**src/rtl/sem_pkg.sv**
```systemverilog
package sem_pkg;
   localparam int SLOT_LSB = 3;
   localparam int SLOT_W   = 3;
   localparam int PAIR_LSB = SLOT_LSB + SLOT_W;

   typedef enum logic [2:0] {
      SL_CTRL = 3'd0, SL_OPND = 3'd1, SL_FCLR = 3'd2, SL_FINC = 3'd3,
      SL_FDEC = 3'd4, SL_NCRD = 3'd5, SL_NCWR = 3'd6, SL_CINC = 3'd7
   } slot_e;

   typedef enum logic [1:0] {
      K_FETCH = 2'd0, K_NCRD = 2'd1, K_NCWR = 2'd2, K_CINC = 2'd3
   } kind_e;

   typedef enum logic [1:0] {
      ST_IDLE = 2'd0, ST_REQ = 2'd1, ST_WAIT = 2'd2
   } seq_st_e;
endpackage

```
**src/rtl/sem_ctx_bank.sv**
```systemverilog
module sem_ctx_bank #(
   parameter int NUM_PAIRS = 2,
   parameter int MAW       = 32,
   parameter int DW        = 64,
   localparam int PB       = $clog2(NUM_PAIRS)
) (
   input  logic                              clk,
   input  logic                              rst_n,
   input  logic                              wr_en,
   input  logic [PB-1:0]                     wr_pair,
   input  logic                              wr_opnd,
   input  logic [DW-1:0]                     wr_data,
   output logic [NUM_PAIRS-1:0]              armed,
   output logic [NUM_PAIRS-1:0]              dsize,
   output logic [NUM_PAIRS-1:0][MAW-1:0]     opnd
);
   for (genvar p = 0; p < NUM_PAIRS; p++) begin : g_pair
      logic           arm_q;
      logic           size_q;
      logic [MAW-1:0] opnd_q;
      logic           sel;

      assign sel = wr_en && (wr_pair == PB'(p));

      always_ff @(posedge clk) begin
         if (!rst_n) begin
            arm_q  <= 1'b0;
            size_q <= 1'b0;
            opnd_q <= '0;
         end else if (sel) begin
            if (wr_opnd) opnd_q <= wr_data[MAW-1:0];
            else begin
               arm_q  <= wr_data[0];
               size_q <= wr_data[1];
            end
         end
      end

      assign armed[p] = arm_q;
      assign dsize[p] = size_q;
      assign opnd[p]  = opnd_q;
   end

   // registers only change on a register write
   p_regs_hold_r2: assert property (@(posedge clk) disable iff (!rst_n)
      !wr_en |=> $stable(armed) && $stable(dsize) && $stable(opnd));
endmodule

```
**src/rtl/sem_decode.sv**
```systemverilog
module sem_decode
   import sem_pkg::*;
#(
   parameter int NUM_PAIRS = 2,
   parameter int MAW       = 32,
   parameter int DW        = 64,
   parameter int CAW       = 12,
   localparam int PB       = $clog2(NUM_PAIRS)
) (
   input  logic                          write,
   input  logic [CAW-1:0]                addr,
   input  logic                          req_dword,
   input  logic [NUM_PAIRS-1:0]          armed,
   input  logic [NUM_PAIRS-1:0]          dsize,
   input  logic [NUM_PAIRS-1:0][MAW-1:0] opnd,
   output logic [PB-1:0]                 pair,
   output logic                          trig,
   output logic                          go,
   output logic                          misalign,
   output logic                          reg_wr,
   output logic                          reg_opnd,
   output kind_e                         kind,
   output logic [1:0]                    fop,
   output logic                          dword,
   output logic [MAW-1:0]                maddr,
   output logic [DW-1:0]                 local_data
);
   slot_e slot;
   logic  aligned;

   assign pair  = addr[PAIR_LSB +: PB];
   assign slot  = slot_e'(addr[SLOT_LSB +: SLOT_W]);
   assign maddr = opnd[pair];

   always_comb begin
      trig       = 1'b0;
      kind       = K_FETCH;
      fop        = 2'd0;
      dword      = dsize[pair];
      local_data = '0;
      unique case (slot)
         SL_CTRL: local_data = DW'({dsize[pair], armed[pair]});
         SL_OPND: local_data = DW'(opnd[pair]);
         SL_FCLR: begin trig = !write; fop = 2'd0; end
         SL_FINC: begin trig = !write; fop = 2'd1; end
         SL_FDEC: begin trig = !write; fop = 2'd2; end
         SL_NCRD: begin trig = !write; kind = K_NCRD; dword = req_dword; end
         SL_NCWR: begin trig = write;  kind = K_NCWR; dword = req_dword; end
         SL_CINC: begin trig = write;  kind = K_CINC; end
      endcase
      aligned = dword ? (maddr[2:0] == 3'd0) : (maddr[1:0] == 2'd0);
   end

   assign go       = trig && armed[pair] && aligned;
   assign misalign = trig && armed[pair] && !aligned;
   assign reg_wr   = write && (slot == SL_CTRL || slot == SL_OPND);
   assign reg_opnd = (slot == SL_OPND);
endmodule

```
**src/rtl/sem_seq.sv**
```systemverilog
module sem_seq
   import sem_pkg::*;
#(
   parameter int NUM_PAIRS = 2,
   parameter int MAW       = 32,
   parameter int DW        = 64,
   localparam int PB       = $clog2(NUM_PAIRS)
) (
   input  logic            clk,
   input  logic            rst_n,
   input  logic            accept,
   input  logic            is_read,
   input  logic            go,
   input  logic            misalign,
   input  kind_e           kind,
   input  logic [1:0]      fop,
   input  logic            dword,
   input  logic [PB-1:0]   pair,
   input  logic [MAW-1:0]  maddr,
   input  logic [DW-1:0]   wdata,
   input  logic [DW-1:0]   local_data,
   output logic            busy,
   output logic            cpu_rsp_valid,
   output logic [DW-1:0]   cpu_rsp_rdata,
   output logic            err_misalign,
   output logic            mem_req_valid,
   input  logic            mem_req_ready,
   output logic [1:0]      mem_req_kind,
   output logic [1:0]      mem_req_fop,
   output logic [PB-1:0]   mem_req_pair,
   output logic [MAW-1:0]  mem_req_addr,
   output logic            mem_req_dword,
   output logic [DW-1:0]   mem_req_wdata,
   input  logic            mem_rsp_valid,
   input  logic [DW-1:0]   mem_rsp_rdata
);
   seq_st_e st_q;
   logic    rd_pend_q;

   always_ff @(posedge clk) begin
      if (!rst_n) begin
         st_q          <= ST_IDLE;
         rd_pend_q     <= 1'b0;
         cpu_rsp_valid <= 1'b0;
         cpu_rsp_rdata <= '0;
         err_misalign  <= 1'b0;
         mem_req_kind  <= '0;
         mem_req_fop   <= '0;
         mem_req_pair  <= '0;
         mem_req_addr  <= '0;
         mem_req_dword <= 1'b0;
         mem_req_wdata <= '0;
      end else begin
         cpu_rsp_valid <= 1'b0;
         err_misalign  <= 1'b0;
         unique case (st_q)
            ST_IDLE: if (accept) begin
               err_misalign <= misalign;
               if (go) begin
                  st_q          <= ST_REQ;
                  rd_pend_q     <= is_read;
                  mem_req_kind  <= kind;
                  mem_req_fop   <= (kind == K_FETCH) ? fop : 2'd0;
                  mem_req_pair  <= pair;
                  mem_req_addr  <= maddr;
                  mem_req_dword <= dword;
                  mem_req_wdata <= (kind == K_NCWR) ? wdata : '0;
               end else if (is_read) begin
                  cpu_rsp_valid <= 1'b1;
                  cpu_rsp_rdata <= local_data;
               end
            end
            ST_REQ:  if (mem_req_ready) st_q <= ST_WAIT;
            ST_WAIT: if (mem_rsp_valid) begin
               st_q <= ST_IDLE;
               if (rd_pend_q) begin
                  cpu_rsp_valid <= 1'b1;
                  cpu_rsp_rdata <= mem_rsp_rdata;
               end
            end
            default: st_q <= ST_IDLE;
         endcase
      end
   end

   assign busy          = (st_q != ST_IDLE);
   assign mem_req_valid = (st_q == ST_REQ);

   // request held stable until taken
   p_req_hold_r10: assert property (@(posedge clk) disable iff (!rst_n)
      mem_req_valid && !mem_req_ready |=> mem_req_valid && $stable(mem_req_addr)
         && $stable(mem_req_kind) && $stable(mem_req_wdata));
   // fop only meaningful for fetch requests
   p_fop_fetch_r3: assert property (@(posedge clk) disable iff (!rst_n)
      mem_req_valid && mem_req_kind != K_FETCH |-> mem_req_fop == 2'd0);
   // only the noncoherent write carries data
   p_wdata_ncwr_r6: assert property (@(posedge clk) disable iff (!rst_n)
      mem_req_valid && mem_req_kind != K_NCWR |-> mem_req_wdata == '0);
   // read data forwarded one cycle after memory completion
   p_rsp_fwd_r4: assert property (@(posedge clk) disable iff (!rst_n)
      st_q == ST_WAIT && mem_rsp_valid && rd_pend_q |=>
         cpu_rsp_valid && cpu_rsp_rdata == $past(mem_rsp_rdata));
   // misaligned access never leaves a request pending
   p_err_idle_r9: assert property (@(posedge clk) disable iff (!rst_n)
      err_misalign |-> st_q == ST_IDLE);
endmodule

```
**src/rtl/sem_dispatch.sv**
```systemverilog
module sem_dispatch
   import sem_pkg::*;
#(
   parameter int NUM_PAIRS = 2,
   parameter int MAW       = 32,
   parameter int DW        = 64,
   parameter int CAW       = 12,
   localparam int PB       = $clog2(NUM_PAIRS)
) (
   input  logic            clk,
   input  logic            rst_n,
   input  logic            cpu_req_valid,
   output logic            cpu_req_ready,
   input  logic            cpu_req_write,
   input  logic [CAW-1:0]  cpu_req_addr,
   input  logic [DW-1:0]   cpu_req_wdata,
   input  logic            cpu_req_dword,
   output logic            cpu_rsp_valid,
   output logic [DW-1:0]   cpu_rsp_rdata,
   output logic            mem_req_valid,
   input  logic            mem_req_ready,
   output logic [1:0]      mem_req_kind,
   output logic [1:0]      mem_req_fop,
   output logic [PB-1:0]   mem_req_pair,
   output logic [MAW-1:0]  mem_req_addr,
   output logic            mem_req_dword,
   output logic [DW-1:0]   mem_req_wdata,
   input  logic            mem_rsp_valid,
   input  logic [DW-1:0]   mem_rsp_rdata,
   output logic            err_misalign
);
   if (NUM_PAIRS < 2 || (NUM_PAIRS & (NUM_PAIRS - 1)) != 0) begin : g_bad_pairs
      $error("NUM_PAIRS must be a power of two, at least 2");
   end
   if (DW < 64) begin : g_bad_dw
      $error("DW must hold a double word");
   end
   if (MAW < 3 || MAW > DW) begin : g_bad_maw
      $error("MAW must be between 3 and DW");
   end
   if (CAW < PAIR_LSB + PB) begin : g_bad_caw
      $error("CAW too narrow for the trigger map");
   end

   logic [NUM_PAIRS-1:0]          armed, dsize;
   logic [NUM_PAIRS-1:0][MAW-1:0] opnd;
   logic [PB-1:0]                 pair;
   logic                          trig, go, misalign, reg_wr, reg_opnd, dword, busy, accept;
   kind_e                         kind;
   logic [1:0]                    fop;
   logic [MAW-1:0]                maddr;
   logic [DW-1:0]                 local_data;
   logic                          unused_addr;

   assign unused_addr   = ^cpu_req_addr;
   assign cpu_req_ready = !busy;
   assign accept        = cpu_req_valid && cpu_req_ready;

   sem_ctx_bank #(.NUM_PAIRS(NUM_PAIRS), .MAW(MAW), .DW(DW)) u_bank (
      .clk(clk), .rst_n(rst_n), .wr_en(accept && reg_wr), .wr_pair(pair),
      .wr_opnd(reg_opnd), .wr_data(cpu_req_wdata),
      .armed(armed), .dsize(dsize), .opnd(opnd));

   sem_decode #(.NUM_PAIRS(NUM_PAIRS), .MAW(MAW), .DW(DW), .CAW(CAW)) u_dec (
      .write(cpu_req_write), .addr(cpu_req_addr), .req_dword(cpu_req_dword),
      .armed(armed), .dsize(dsize), .opnd(opnd), .pair(pair), .trig(trig),
      .go(go), .misalign(misalign), .reg_wr(reg_wr), .reg_opnd(reg_opnd),
      .kind(kind), .fop(fop), .dword(dword), .maddr(maddr), .local_data(local_data));

   sem_seq #(.NUM_PAIRS(NUM_PAIRS), .MAW(MAW), .DW(DW)) u_seq (
      .clk(clk), .rst_n(rst_n), .accept(accept), .is_read(!cpu_req_write),
      .go(go), .misalign(misalign), .kind(kind), .fop(fop), .dword(dword),
      .pair(pair), .maddr(maddr), .wdata(cpu_req_wdata), .local_data(local_data),
      .busy(busy), .cpu_rsp_valid(cpu_rsp_valid), .cpu_rsp_rdata(cpu_rsp_rdata),
      .err_misalign(err_misalign), .mem_req_valid(mem_req_valid),
      .mem_req_ready(mem_req_ready), .mem_req_kind(mem_req_kind),
      .mem_req_fop(mem_req_fop), .mem_req_pair(mem_req_pair),
      .mem_req_addr(mem_req_addr), .mem_req_dword(mem_req_dword),
      .mem_req_wdata(mem_req_wdata), .mem_rsp_valid(mem_rsp_valid),
      .mem_rsp_rdata(mem_rsp_rdata));

   // an unarmed trigger never reaches memory
   p_unarmed_quiet_r8: assert property (@(posedge clk) disable iff (!rst_n)
      accept && trig && !armed[pair] |=> !mem_req_valid && !err_misalign);
   // no new access while a request is outstanding
   p_backpressure_r10: assert property (@(posedge clk) disable iff (!rst_n)
      mem_req_valid |-> !cpu_req_ready);
   // a memory request uses the pair's operand address
   p_addr_src_r3: assert property (@(posedge clk) disable iff (!rst_n)
      accept && go |=> mem_req_valid && mem_req_addr == $past(maddr));
endmodule

```
**config.mk**
```make
export PLATFORM = sky130hd
export DESIGN_NAME = sem_dispatch
export DESIGN_NICKNAME = d
export VERILOG_FILES = /design/src/rtl/sem_pkg.sv /design/src/rtl/sem_ctx_bank.sv /design/src/rtl/sem_decode.sv /design/src/rtl/sem_seq.sv /design/src/rtl/sem_dispatch.sv
export SDC_FILE = /design/constraint.sdc
export NUM_CORES = 1
export LEC_CHECK = 0
export BUFFER_PORTS_ARGS = -buffer_cell sky130_fd_sc_hd__buf_2
export CORE_MARGIN = 8
export CORE_UTILIZATION = 55
export DETAILED_ROUTE_END_ITERATION = 6
export GPL_TIMING_DRIVEN = 0
export PLACE_DENSITY = 0.86
export SLEW_MARGIN = 10
export SYNTH_ARGS = -nofsm -noshare
export SYNTH_HDL_FRONTEND = slang
export SYNTH_SLANG_ARGS = --single-unit
export TNS_END_PERCENT = 100
```
**constraint.sdc**
```tcl
create_clock -name clk -period 3.2 [get_ports clk]
set_input_delay 0.16 -clock clk [delete_from_list [all_inputs] [get_ports clk]]
set_output_delay 0.16 -clock clk [all_outputs]
set_load 0.02 [all_outputs]
```
Word-level counts from Yosys, hierarchy flattened
Index checks and enable logic that the tools add are counted.

operators by class
  $lt $le $gt $ge = 1
  eq/ne operators = 17
  muxes and demuxes = 31
  reduce and logical (&&, ||, !) cells = 30
  bitwise logic cells = 2

operators by type and width
  operator                                               count
  two-way mux 64 bit                                     6
  case mux 64 bit (2 select lines)                       1
  two-way mux 32 bit                                     2
  case mux 32 bit (2 select lines)                       1
  == test 3 bit, second input constant                   4
  case mux 2 bit (3 select lines)                        2
  two-way mux 1 bit                                      11
  two-way mux 2 bit                                      5
  inequality test 2 bit, second input constant           5
  logical AND 1 bit                                      8
  AND reduction 2 bit                                    4
  == test 3 x 2 -> 1 bit, second input constant          2
  logical NOT 2 bit                                      3
  logical NOT 3 bit                                      2
  AND reduction 3 bit                                    2
  AND reduction 6 bit                                    1
  == test 2 bit, second input constant                   2
  inequality test 2 x 1 -> 1 bit, second input constant  2
  case mux 1 bit (2 select lines)                        2
  case mux 2 bit (2 select lines)                        1
  AND reduction 4 bit                                    1
  nonzero test 2 bit                                     2
  OR reduction 2 bit                                     2
  OR reduction 4 bit                                     1
  other kinds (6)                                        9

word-level totals
  output and inout port bits = 170
  bits of input ports = 147
  logic and storage cells = 98
  register bits = 239

Longest topological paths before layout
Gate-level depths: netlist (run 1).

  depth in word-level cells = 8
  mapped depth = 8
  depth with buffers taken out = 5

Hierarchy
From an unflattened synthesis (run 1), not the netlist that was laid out.

unflattened totals
  cell total of the unflattened synthesis = 1,170
  area total of the unflattened synthesis = 10,731.5 um^2

by module, submodules not included
  module        area each (um^2)  instances  cells an instance  seq. area each (um^2)
  sem_seq       7,019.2           1          763                3,423.3
  sem_ctx_bank  2,612.5           1          262                1,361.3
  sem_decode    1,077.3           1          141                0.0
  sem_dispatch  22.5              1          4                  0.0

Worst setup path after synthesis (run 1)
OpenSTA, ideal clock, no wires.

  kind = register to register
  from = register u_seq.st_q[1]
  to = register u_bank.g_pair[0].opnd_q[10]
  slack = 1,305 ps
  period minus slack after synthesis = 1,895 ps
  required time = 3,124 ps
  stages on the path, launching flop included = 8
  data arrival time = 1,820 ps
  path buffers = 2
  setup time = 76 ps
  cell sequence = dfxtp_1 nor2_1 and4_1 and3b_1 clkbuf_1 clkbuf_1 nand2_1 a21boi_0

between the ends
  cells in the longest elaborated chain, start to end = 6

ends and longest elaborated chain
  element                        line                RTL
  start, declared                sem_seq.sv:37       seq_st_e st_q;
  start signal, assigned         sem_seq.sv:42       st_q <= ST_IDLE;
  start signal, assigned         sem_seq.sv:60       st_q <= ST_REQ;
  start signal, assigned         sem_seq.sv:73       ST_REQ: if (mem_req_ready) st_q <= ST_WAIT;
  nonzero test 2 bit             sem_seq.sv:86       assign busy = (st_q != ST_IDLE);
  logical NOT 1 bit              sem_dispatch.sv:56  assign cpu_req_ready = !busy;
  net cpu_req_ready              sem_dispatch.sv:13  output logic cpu_req_ready,
  logical AND 1 bit              sem_dispatch.sv:57  assign accept = cpu_req_valid && cpu_req_ready;
  logical AND 1 bit              sem_dispatch.sv:60  .clk(clk), .rst_n(rst_n), .wr_en(accept && reg_wr), .wr_pair(pair),
  logical AND 1 bit              sem_ctx_bank.sv:23  assign sel = wr_en && (wr_pair == PB'(p));
  AND reduction 2 bit (no line)  n/a
  end signal, assigned           sem_ctx_bank.sv:31  if (wr_opnd) opnd_q <= wr_data[MAW-1:0];
  end, declared                  sem_ctx_bank.sv:20  logic [MAW-1:0] opnd_q;

The timed path passes the listed nets, and every way through them passes these cells.
A chain may end at the register's enable or synchronous reset.

Final worst setup path (run 1)
  from = input port cpu_req_addr[4]
  to = register u_seq.mem_req_wdata[31]

between the ends
  cells in the longest elaborated chain, start to end = 6
  elaborated cells on any way between the ends = 18
  those cells by class = 7 x eq/ne; 5 x mux; 6 x reduce/logical

ends and longest elaborated chain
  element                                                               line                                RTL
  start, declared                                                       sem_dispatch.sv:15                  input logic [CAW-1:0] cpu_req_addr,
  == test 3 x 2 -> 1 bit or == test 3 bit (tied branches)               sem_decode.sv:41                    unique case (slot)
  OR reduction 4 bit (no line) or OR reduction 2 bit (tied branches)    n/a
  case mux 1 bit (2 select lines) or two-way mux 1 bit (tied branches)  sem_decode.sv:41
  logical AND 1 bit or two-way mux 1 bit (tied branches)                sem_decode.sv:54, sem_decode.sv:51
  logical AND 1 bit                                                     sem_decode.sv:54                    assign go = trig && armed[pair] && aligned;
  AND reduction 3 bit (no line)                                         n/a
  end signal, assigned                                                  sem_seq.sv:67                       mem_req_wdata <= (kind == K_NCWR) ? wdata : '0;
  end, declared                                                         sem_seq.sv:33                       output logic [DW-1:0] mem_req_wdata,

Parallel ways exist; a longest one is shown, timed or not.

==> impl_metrics.xml, run 1 <==
<?xml version="1.0" encoding="UTF-8"?>
<metrics>
  <group name="status">
    <metric name="run_status" unit="">finished with violations</metric>
    <metric name="failed_checks" unit="">DRC, hold timing</metric>
  </group>
  <group name="timing">
    <metric name="finalWorstPathRequiredPeriod" unit="ns">2.87</metric>
    <metric name="final.setup_skew" unit="ns">0.0184</metric>
    <metric name="hold_violations" unit="">1</metric>
    <metric name="final-setup-viol-count" unit="">0</metric>
    <metric name="totalNegativeSetupSlack" unit="ns">0</metric>
    <metric name="timing.hold.ws" unit="ns">-0.000372</metric>
    <metric name="max_clock_freq" unit="MHz">348</metric>
    <metric name="worstMarginPinSlew" unit="ns">1.20</metric>
    <metric name="drv_slew" unit="">0</metric>
    <metric name="slew-limit-headroom" unit="%">19.3</metric>
    <metric name="rsz0062_at_grt" unit="">no</metric>
    <metric name="worst_setup_margin" unit="ns">0.329</metric>
    <metric name="layout_worst_path_cycle_share" unit="%">89.7</metric>
  </group>
  <group name="placement">
    <metric name="place.gp.congestion" unit="">0.888</metric>
    <metric name="portBuffers" unit="">306</metric>
    <metric name="post-dp-hpwl" unit="um">24800</metric>
    <metric name="dp_slack" unit="ns">0.515</metric>
    <metric name="total_placed_cells_including_tap_cells" unit="">1645</metric>
  </group>
  <group name="synth">
    <metric name="synth_top_family_by_area" unit="">compound AO/OA/AOI/OAI gates</metric>
    <metric name="synth.top_cell.area_share" unit="%">48.3</metric>
    <metric name="most_common_cell_in_the_synthesized_netlist" unit="">sky130_fd_sc_hd__nand2_1</metric>
    <metric name="number_of_flops_mapped_to_enable_cells_by_yosys" unit="">0</metric>
    <metric name="synth.cells.most_frequent" unit="">241 x sky130_fd_sc_hd__nand2_1, 239 x sky130_fd_sc_hd__dfxtp_1, 96 x sky130_fd_sc_hd__a21boi_0</metric>
    <metric name="yosysWarnings" unit="">0</metric>
    <metric name="synth_compound_area_share" unit="%">22.6</metric>
    <metric name="postSynthRegisterBits" unit="">239</metric>
    <metric name="synth_simple_gate_area_share" unit="%">19.2</metric>
    <metric name="sequential_share_of_the_synthesized_area" unit="%">48.3</metric>
    <metric name="synth_cell_type_count" unit="">42</metric>
    <metric name="syn-instance-count" unit="">1110</metric>
    <metric name="synth_flop_cell" unit="">sky130_fd_sc_hd__dfxtp_1</metric>
    <metric name="synth.area.mux_share" unit="%">4.83</metric>
    <metric name="synth_area_per_cell" unit="um^2">8.92</metric>
    <metric name="mappedNetlistArea" unit="um^2">9900</metric>
    <metric name="yosys.area_share.xor_xnor" unit="%">0.177</metric>
    <metric name="syn-num-nets" unit="">1257</metric>
    <metric name="synth_adder_area_share" unit="%">0</metric>
    <metric name="synth.top_cells.by_area" unit="">sky130_fd_sc_hd__dfxtp_1 48%, sky130_fd_sc_hd__nand2_1 9.1%, sky130_fd_sc_hd__a21boi_0 7.3%, sky130_fd_sc_hd__nand4_1 4.2%, sky130_fd_sc_hd__mux2i_1 4.1%</metric>
    <metric name="synth_largest_area_cell" unit="">sky130_fd_sc_hd__dfxtp_1</metric>
    <metric name="postSynth.asyncResetShare" unit="%">0</metric>
  </group>
  <group name="cts">
    <metric name="clk_latency" unit="ns">0.52</metric>
    <metric name="cts_buffer_depth" unit="">3</metric>
    <metric name="cts_made_buffers" unit="">25</metric>
    <metric name="worst_path_clk_slew" unit="ns">0.06</metric>
    <metric name="cts_tree" unit="">built</metric>
    <metric name="clock_tree.root_cell" unit="">sky130_fd_sc_hd__clkbuf_16</metric>
    <metric name="cts_resized" unit="">0</metric>
    <metric name="cts.sink_count" unit="">239</metric>
    <metric name="cts.htree.levels" unit="">1</metric>
  </group>
  <group name="routing">
    <metric name="post-route-drc-count" unit="">2</metric>
    <metric name="vias" unit="">10871</metric>
    <metric name="route.layer.met1.wl" unit="um">13900</metric>
    <metric name="drtPass1Iterations" unit="">7</metric>
    <metric name="post_drt_wl_per_cell" unit="um">21.2</metric>
    <metric name="top_signal_layer_used" unit="">met4</metric>
    <metric name="met2_length" unit="um">18100</metric>
    <metric name="first_iter_violations" unit="">841</metric>
    <metric name="routed_wl" unit="um">38100</metric>
    <metric name="wl_met3" unit="um">3550</metric>
    <metric name="final_antenna_net_count" unit="">0</metric>
    <metric name="post_drt_via_cell_ratio" unit="">6.06</metric>
  </group>
  <group name="power">
    <metric name="power_frac_seq" unit="%">46.7</metric>
    <metric name="leakage" unit="uW">0.00592</metric>
    <metric name="power_frac_clock" unit="%">44.8</metric>
    <metric name="power.share.combinational" unit="%">8.5</metric>
    <metric name="vdd_drop_max" unit="uV">512</metric>
    <metric name="power_report.internal_total" unit="uW">4940</metric>
    <metric name="power_switching" unit="uW">1530</metric>
    <metric name="pwrdens" unit="nW/um^2">479</metric>
    <metric name="switching_share" unit="%">23.7</metric>
  </group>
  <group name="floorplan">
    <metric name="chipHeight" unit="um">150</metric>
    <metric name="top_level_ports" unit="">317</metric>
    <metric name="die_x" unit="um">150</metric>
    <metric name="start_util" unit="%">55.5</metric>
    <metric name="num_rows" unit="">49</metric>
    <metric name="core-area" unit="um^2">17800</metric>
    <metric name="die_outline_area" unit="um^2">22600</metric>
  </group>
  <group name="global_routing">
    <metric name="grt_remaining_overflow" unit="">0</metric>
    <metric name="gr-usage-all-layers" unit="%">32.6</metric>
    <metric name="antenna_found_initial" unit="">4</metric>
    <metric name="grt_first_pass_wirelength" unit="um">58700</metric>
    <metric name="grt_pass1_vias" unit="">11012</metric>
    <metric name="pin_count_of_the_biggest_net_entering_global_routing" unit="">14</metric>
  </group>
  <group name="setup_path">
    <metric name="crit_path_start_kind" unit="">input port</metric>
    <metric name="required_time_reported_for_the_critical_path_endpoint" unit="ns">3.65</metric>
    <metric name="worst-setup-path-type" unit="">in2reg</metric>
    <metric name="timing.critical_path.to_type" unit="">flip-flop</metric>
    <metric name="timing.critical_path.arrival" unit="ns">3.32</metric>
    <metric name="critical_path.max_fanout" unit="">10</metric>
  </group>
  <group name="finish">
    <metric name="area_growth_syn_to_layout" unit="%">36.6</metric>
    <metric name="fin_cells" unit="">1795</metric>
    <metric name="final_nets" unit="">1687</metric>
    <metric name="post_route_cells_drive_above_1_share" unit="%">26.5</metric>
  </group>
  <group name="run">
    <metric name="count_of_maximum_capacitance_violations" unit="">0</metric>
  </group>
  <group name="worst_hold_path">
    <metric name="min-delay-path-class" unit="">in2reg</metric>
  </group>
</metrics>
[kinds of logic (layout without fill, tap and decap cells)]
group	Yosys count	count (layout)
simple gates	412	412
compound gates	295	295
flops	239	239
buf+inv	117	565
mux	45	45
xor+xnor	2	2
other cells	0	8
[critical path: stages]
cell and delay (ns):
sky130_fd_sc_hd__dlygate4sd3_1 0.53, sky130_fd_sc_hd__buf_2 0.22, sky130_fd_sc_hd__nor3b_1 0.21, sky130_fd_sc_hd__a21oi_1 0.09, sky130_fd_sc_hd__nor3_2 0.93, sky130_fd_sc_hd__clkbuf_1 0.57
sky130_fd_sc_hd__buf_2 0.35, sky130_fd_sc_hd__nand4_1 0.14, sky130_fd_sc_hd__o21ai_1 0.10
[worst paths after layout]
path	start	end	slack, ns	cells after the start
min reg2reg	u_seq.mem_req_wdata[26]	u_seq.mem_req_wdata[26]	0.45	2
max	cpu_req_addr[4]	u_seq.mem_req_wdata[31]	0.33	9
min	mem_rsp_rdata[51]	u_seq.cpu_rsp_rdata[51]	-0.0004	3
max reg2reg	u_seq.st_q[1]	u_seq.mem_req_wdata[31]	0.45	7
[state kept, by name, indices dropped and copies added, names as in the netlist]
signal                count
u_bank.g_pair.arm_q       2
u_seq.rd_pend_q           1
u_seq.mem_req_fop         2
u_seq.mem_req_addr       32
u_seq.cpu_rsp_valid       1
u_seq.cpu_rsp_rdata      64
u_seq.mem_req_dword       1
u_seq.mem_req_kind        2
u_seq.mem_req_pair        1
u_bank.g_pair.opnd_q     64
u_seq.st_q                2
u_seq.err_misalign        1
u_seq.mem_req_wdata      64
u_bank.g_pair.size_q      2
[cells in the final DEF (no fill, tap or decap), types with 3 or more instances in the layout]
cell type and instances:
sky130_fd_sc_hd__dfxtp_1 239, sky130_fd_sc_hd__o21ai_0 64, sky130_fd_sc_hd__diode_2 8, sky130_fd_sc_hd__o221a_2 28, sky130_fd_sc_hd__clkbuf_1 86, sky130_fd_sc_hd__nand2_1 241
sky130_fd_sc_hd__buf_2 338, sky130_fd_sc_hd__dlygate4sd3_1 97, sky130_fd_sc_hd__o211a_1 31, sky130_fd_sc_hd__and2_1 3, sky130_fd_sc_hd__a22oi_1 32, sky130_fd_sc_hd__and3_1 3
sky130_fd_sc_hd__nor2b_1 7, sky130_fd_sc_hd__clkinv_2 5, sky130_fd_sc_hd__a21boi_0 96, sky130_fd_sc_hd__o211ai_1 30, sky130_fd_sc_hd__nand3_1 71, sky130_fd_sc_hd__clkbuf_8 4
sky130_fd_sc_hd__buf_1 3, sky130_fd_sc_hd__o21ai_1 3, sky130_fd_sc_hd__clkbuf_16 25, sky130_fd_sc_hd__mux2i_1 41, sky130_fd_sc_hd__a21oi_1 4, sky130_fd_sc_hd__nand4_1 66
sky130_fd_sc_hd__nor2_1 6
[layout make-up]
class | instances | area (um^2)
Antenna cell | 8 | 20.0
Buffer | 117 | 487
Clock buffer | 35 | 703
Clock inverter | 10 | 109
Fill cell | 1241 | 4320
Multi-Input combinational cell | 754 | 4630
Sequential cell | 239 | 4780
Tap cell | 229 | 287
Timing Repair Buffer | 403 | 2500
[power groups by stage]
stage | clock [uW] | combinational (uW) | sequential (uW)
after CTS | 2910 | 530 | 3020
after floorplan | 0 | 194 | 3110
after global placement | 0 | 429 | 3090
after global routing | 3000 | 579 | 3020
final | 2900 | 551 | 3020
after detailed placement | 0 | 434 | 3090
[repair_timing]
item | 4_1_cts | 5_1_grt
setup buffers | 0 | 0
hold buffers | 97 | 0
hold endpoints to repair | 160 | 0
setup endpoints to repair | 0 | 0
[routing by layer]
metal / GRT usage, % / vias to the layer above
met5: 0 / -
met4: 20.7 / 0
met3: 6.16 / 210
met2: 54.1 / 698
met1: 38.2 / 5101
li1: - / 4862
[stage by stage]
stage | area [um^2] | util, % | total power (uW)
after floorplan | 9900 | - | 3310
after global placement | 11700 | 65.7 | 3510
after detailed placement | 11700 | 65.7 | 3520
after CTS | 13500 | 75.7 | 6460
after global routing | 13500 | 75.7 | 6610
final | 13500 | 75.8 | 6470
Power figures use the tool's default switching activity.
==> run 2, diff against run 1 <==
Settings changed: PLACE_DENSITY 0.86 to 0.87, REMOVE_ABC_BUFFERS set to 1.
==> run 2 against run 1 <==
Net effect:
- the flow now finishes without violations
- utilization fell by 0.43 points
- combinational power decreased by 2%
- worst hold slack better by 0.020 ns
- wire length is 5.2% lower
- design area is 0.57% lower
- global-route usage is 2.1 points lower
- die area unchanged
- first-iteration DRC count rose by 5.2%
- fmax down 2.1%
- critical endpoint is now u_seq.cpu_rsp_rdata[39]
- largest power group unchanged
==> impl_metrics.xml, run 2 (same netlist as run 1, synthesis figures left out) <==
<?xml version="1.0" encoding="UTF-8"?>
<metrics>
  <group name="status">
    <metric name="run_status" unit="">complete, no violations</metric>
  </group>
  <group name="routing">
    <metric name="routed_wl" unit="um">36100</metric>
    <metric name="vias" unit="">10378</metric>
    <metric name="drtPass1Iterations" unit="">7</metric>
    <metric name="post_drt_via_cell_ratio" unit="">6.15</metric>
    <metric name="final_antenna_net_count" unit="">0</metric>
    <metric name="first_iter_violations" unit="">885</metric>
    <metric name="post-route-drc-count" unit="">0</metric>
    <metric name="post_drt_wl_per_cell" unit="um">21.4</metric>
  </group>
  <group name="worst_hold_path">
    <metric name="hold_path_depth" unit="">3</metric>
    <metric name="min-delay-path-class" unit="">in2reg</metric>
    <metric name="hold_path_end" unit="">u_seq.cpu_rsp_rdata[32]</metric>
    <metric name="hp-start" unit="">mem_rsp_rdata[32]</metric>
  </group>
  <group name="finish">
    <metric name="area.sequential" unit="um^2">4780</metric>
    <metric name="most_frequent_cells_in_the_layout" unit="">306 x sky130_fd_sc_hd__buf_2, 241 x sky130_fd_sc_hd__nand2_1, 239 x sky130_fd_sc_hd__dfxtp_1</metric>
    <metric name="biggestRegsByFlops" unit="">u_bank.g_pair.opnd_q: 64 flops, u_seq.cpu_rsp_rdata: 64 flops, u_seq.mem_req_wdata: 64 flops</metric>
    <metric name="post-route-cell-area" unit="um^2">13400</metric>
    <metric name="post_route_cells_drive_above_1_share" unit="%">28.1</metric>
    <metric name="area_growth_syn_to_layout" unit="%">35.8</metric>
    <metric name="final_core_utilization" unit="%">75.4</metric>
    <metric name="layout.cells.most_common" unit="">sky130_fd_sc_hd__buf_2</metric>
    <metric name="fill_cells" unit="">1133</metric>
    <metric name="fin_cells" unit="">1687</metric>
    <metric name="final_nets" unit="">1588</metric>
    <metric name="multi_input_area" unit="um^2">4700</metric>
  </group>
  <group name="cts">
    <metric name="cts.htree.levels" unit="">1</metric>
    <metric name="cts_post_setup_buffers_inserted" unit="">0</metric>
    <metric name="clock_tree.root_cell" unit="">sky130_fd_sc_hd__clkbuf_16</metric>
    <metric name="cts_made_buffers" unit="">24</metric>
    <metric name="cts_buffer_depth" unit="">3</metric>
    <metric name="worst_path_clk_slew" unit="ns">0.06</metric>
    <metric name="cts_tree" unit="">built</metric>
    <metric name="clk_latency" unit="ns">0.51</metric>
    <metric name="cts.sink_count" unit="">239</metric>
  </group>
  <group name="power">
    <metric name="pwrdens" unit="nW/um^2">472</metric>
    <metric name="leakage" unit="uW">0.00585</metric>
    <metric name="vdd_drop_max" unit="uV">392</metric>
  </group>
  <group name="timing">
    <metric name="worstMarginPinSlew" unit="ns">1.24</metric>
    <metric name="finalWorstPathRequiredPeriod" unit="ns">2.93</metric>
    <metric name="final.setup_skew" unit="ns">0.0159</metric>
    <metric name="layout_worst_path_cycle_share" unit="%">91.6</metric>
    <metric name="slew-limit-headroom" unit="%">17.4</metric>
    <metric name="hold_violations" unit="">0</metric>
    <metric name="worst_setup_margin" unit="ns">0.268</metric>
    <metric name="max_clock_freq" unit="MHz">341</metric>
    <metric name="totalNegativeSetupSlack" unit="ns">0</metric>
    <metric name="rsz0062_at_grt" unit="">no</metric>
    <metric name="final-setup-viol-count" unit="">0</metric>
    <metric name="drv_slew" unit="">0</metric>
  </group>
  <group name="setup_path">
    <metric name="crit_chain" unit="">or3b_1 -&gt; a21o_1 -&gt; nor2_2 -&gt; buf_8 -&gt; a22oi_1 -&gt; a21boi_0</metric>
    <metric name="timing.rr.start" unit="">u_seq.st_q[1]</metric>
    <metric name="timing.critical_path.to_type" unit="">flip-flop</metric>
    <metric name="r2r_cells" unit="">6</metric>
    <metric name="crit_path_max_incr_delay" unit="ns">0.63</metric>
    <metric name="reg2reg_to" unit="">u_seq.cpu_rsp_rdata[39]</metric>
    <metric name="cp.buffers_inverters" unit="">1</metric>
    <metric name="timing.critical_path.arrival" unit="ns">3.33</metric>
    <metric name="rrSetupSlack" unit="ns">0.27</metric>
    <metric name="critical_path.max_fanout" unit="">34</metric>
    <metric name="worst-setup-path-type" unit="">reg2reg</metric>
    <metric name="crit_path_start_kind" unit="">flip-flop</metric>
    <metric name="required_time_reported_for_the_critical_path_endpoint" unit="ns">3.60</metric>
    <metric name="critical_path.top_delay_family" unit="">compound AO/OA/AOI/OAI gates</metric>
    <metric name="critical-path-slowest-cell" unit="">sky130_fd_sc_hd__a21o_1</metric>
  </group>
  <group name="global_routing">
    <metric name="grt_remaining_overflow" unit="">0</metric>
    <metric name="m2_gr_usage" unit="%">52.9</metric>
    <metric name="pin_count_of_the_biggest_net_entering_global_routing" unit="">154</metric>
    <metric name="gr-usage-met3" unit="%">6.97</metric>
    <metric name="gr-usage-all-layers" unit="%">30.5</metric>
    <metric name="antenna_found_initial" unit="">1</metric>
    <metric name="grt_most_used_layer" unit="">met2</metric>
    <metric name="grt_met1_usage" unit="%">35.3</metric>
    <metric name="grt_pass1_vias" unit="">10508</metric>
    <metric name="grt_first_pass_wirelength" unit="um">55800</metric>
  </group>
  <group name="placement">
    <metric name="post-dp-hpwl" unit="um">21000</metric>
    <metric name="dpl-instance-area" unit="um^2">11700</metric>
    <metric name="place.gp.congestion" unit="">0.768</metric>
    <metric name="dp_slack" unit="ns">-0.759</metric>
    <metric name="total_placed_cells_including_tap_cells" unit="">1551</metric>
    <metric name="portBuffers" unit="">308</metric>
  </group>
  <group name="floorplan">
    <metric name="chipHeight" unit="um">150</metric>
    <metric name="die_outline_area" unit="um^2">22600</metric>
    <metric name="core-area" unit="um^2">17800</metric>
    <metric name="die_x" unit="um">150</metric>
    <metric name="num_rows" unit="">49</metric>
    <metric name="top_level_ports" unit="">317</metric>
    <metric name="start_util" unit="%">55.5</metric>
  </group>
  <group name="run">
    <metric name="count_of_maximum_capacitance_violations" unit="">0</metric>
  </group>
</metrics>
[run 2: cell count changes in the layout (fill, tap and decap cells not counted), moves of 3 or more]
cell and delta:
sky130_fd_sc_hd__diode_2 -6, sky130_fd_sc_hd__dlygate4sd3_1 -4, sky130_fd_sc_hd__buf_16 +8, sky130_fd_sc_hd__buf_1 -3
sky130_fd_sc_hd__clkbuf_1 -79, sky130_fd_sc_hd__buf_8 +12, sky130_fd_sc_hd__buf_2 -32
[run 2: worst register-to-register path, cell delays in order, from the launching register on]
cell                       delay, ns
sky130_fd_sc_hd__dfxtp_1        0.38
sky130_fd_sc_hd__or3b_1         0.46
sky130_fd_sc_hd__a21o_1         0.63
sky130_fd_sc_hd__nor2_2         0.61
sky130_fd_sc_hd__buf_8          0.26
sky130_fd_sc_hd__a22oi_1        0.12
sky130_fd_sc_hd__a21boi_0       0.35
[run 2: worst max-delay path by stage]
stage	depth (start not counted)	end	slack, ns	start
after floorplan	5	u_seq.cpu_rsp_rdata[10]	-4.26	u_bank.g_pair[1].opnd_q[2]
after global placement	6	u_seq.cpu_rsp_rdata[8]	-12.43	cpu_req_addr[6]
after detailed placement	8	u_seq.cpu_rsp_rdata[24]	-0.76	cpu_req_addr[6]
after CTS	8	u_seq.cpu_rsp_rdata[3]	0.13	cpu_req_addr[6]
after global routing	6	u_seq.cpu_rsp_rdata[39]	0.12	u_seq.st_q[1]
final	6	u_seq.cpu_rsp_rdata[39]	0.27	u_seq.st_q[1]
[run 2: routing by layer]
layer | share of wire (%) | vias to the layer above
li1 | - | 4657
met1 | 37 | 4983
met2 | 49 | 625
met3 | 10 | 113
met4 | 3.6 | 0
met5 | 0 | -
[run 2: cell type report]
| cell class | instances | share of cell area (%) |
|---|---|---|
| clock buffers | 34 | 5.05 |
| clock inverters | 7 | 0.633 |
| diodes | 2 | 0.0372 |
| repair buffers | 422 | 21.6 |
| multi-input cells | 754 | 35.0 |
| flip-flops and latches | 239 | 35.6 |
| well taps | 229 | 2.13 |
[run 2: repair_timing]
action                                  in CTS  in global routing
endpoints found under the hold margin      159                  0
gates resized for setup                      1                  1
hold buffers                                93                  0
endpoints found under the setup margin      30                 30
[run 2: metrics by stage]
step	hold slack (ns)	power, uW
3_3_place_gp	0.385	3490
6_report	0.0200	6350
4_1_cts	0.00347	6340
5_1_grt	0.0283	6520
3_5_place_dp	0.394	3510
2_1_floorplan	0.274	3240
[run 2: where the power goes]
group / total, uW / internal, uW / leakage (uW) / switching [uW]
Sequential: 3020 / 3000 / 0.00193 / 16.9
Combinational: 541 / 251 / 0.00354 / 289
Clock: 2790 / 1630 / 0.000379 / 1160
Total: 6350 / 4890 / 0.00585 / 1460
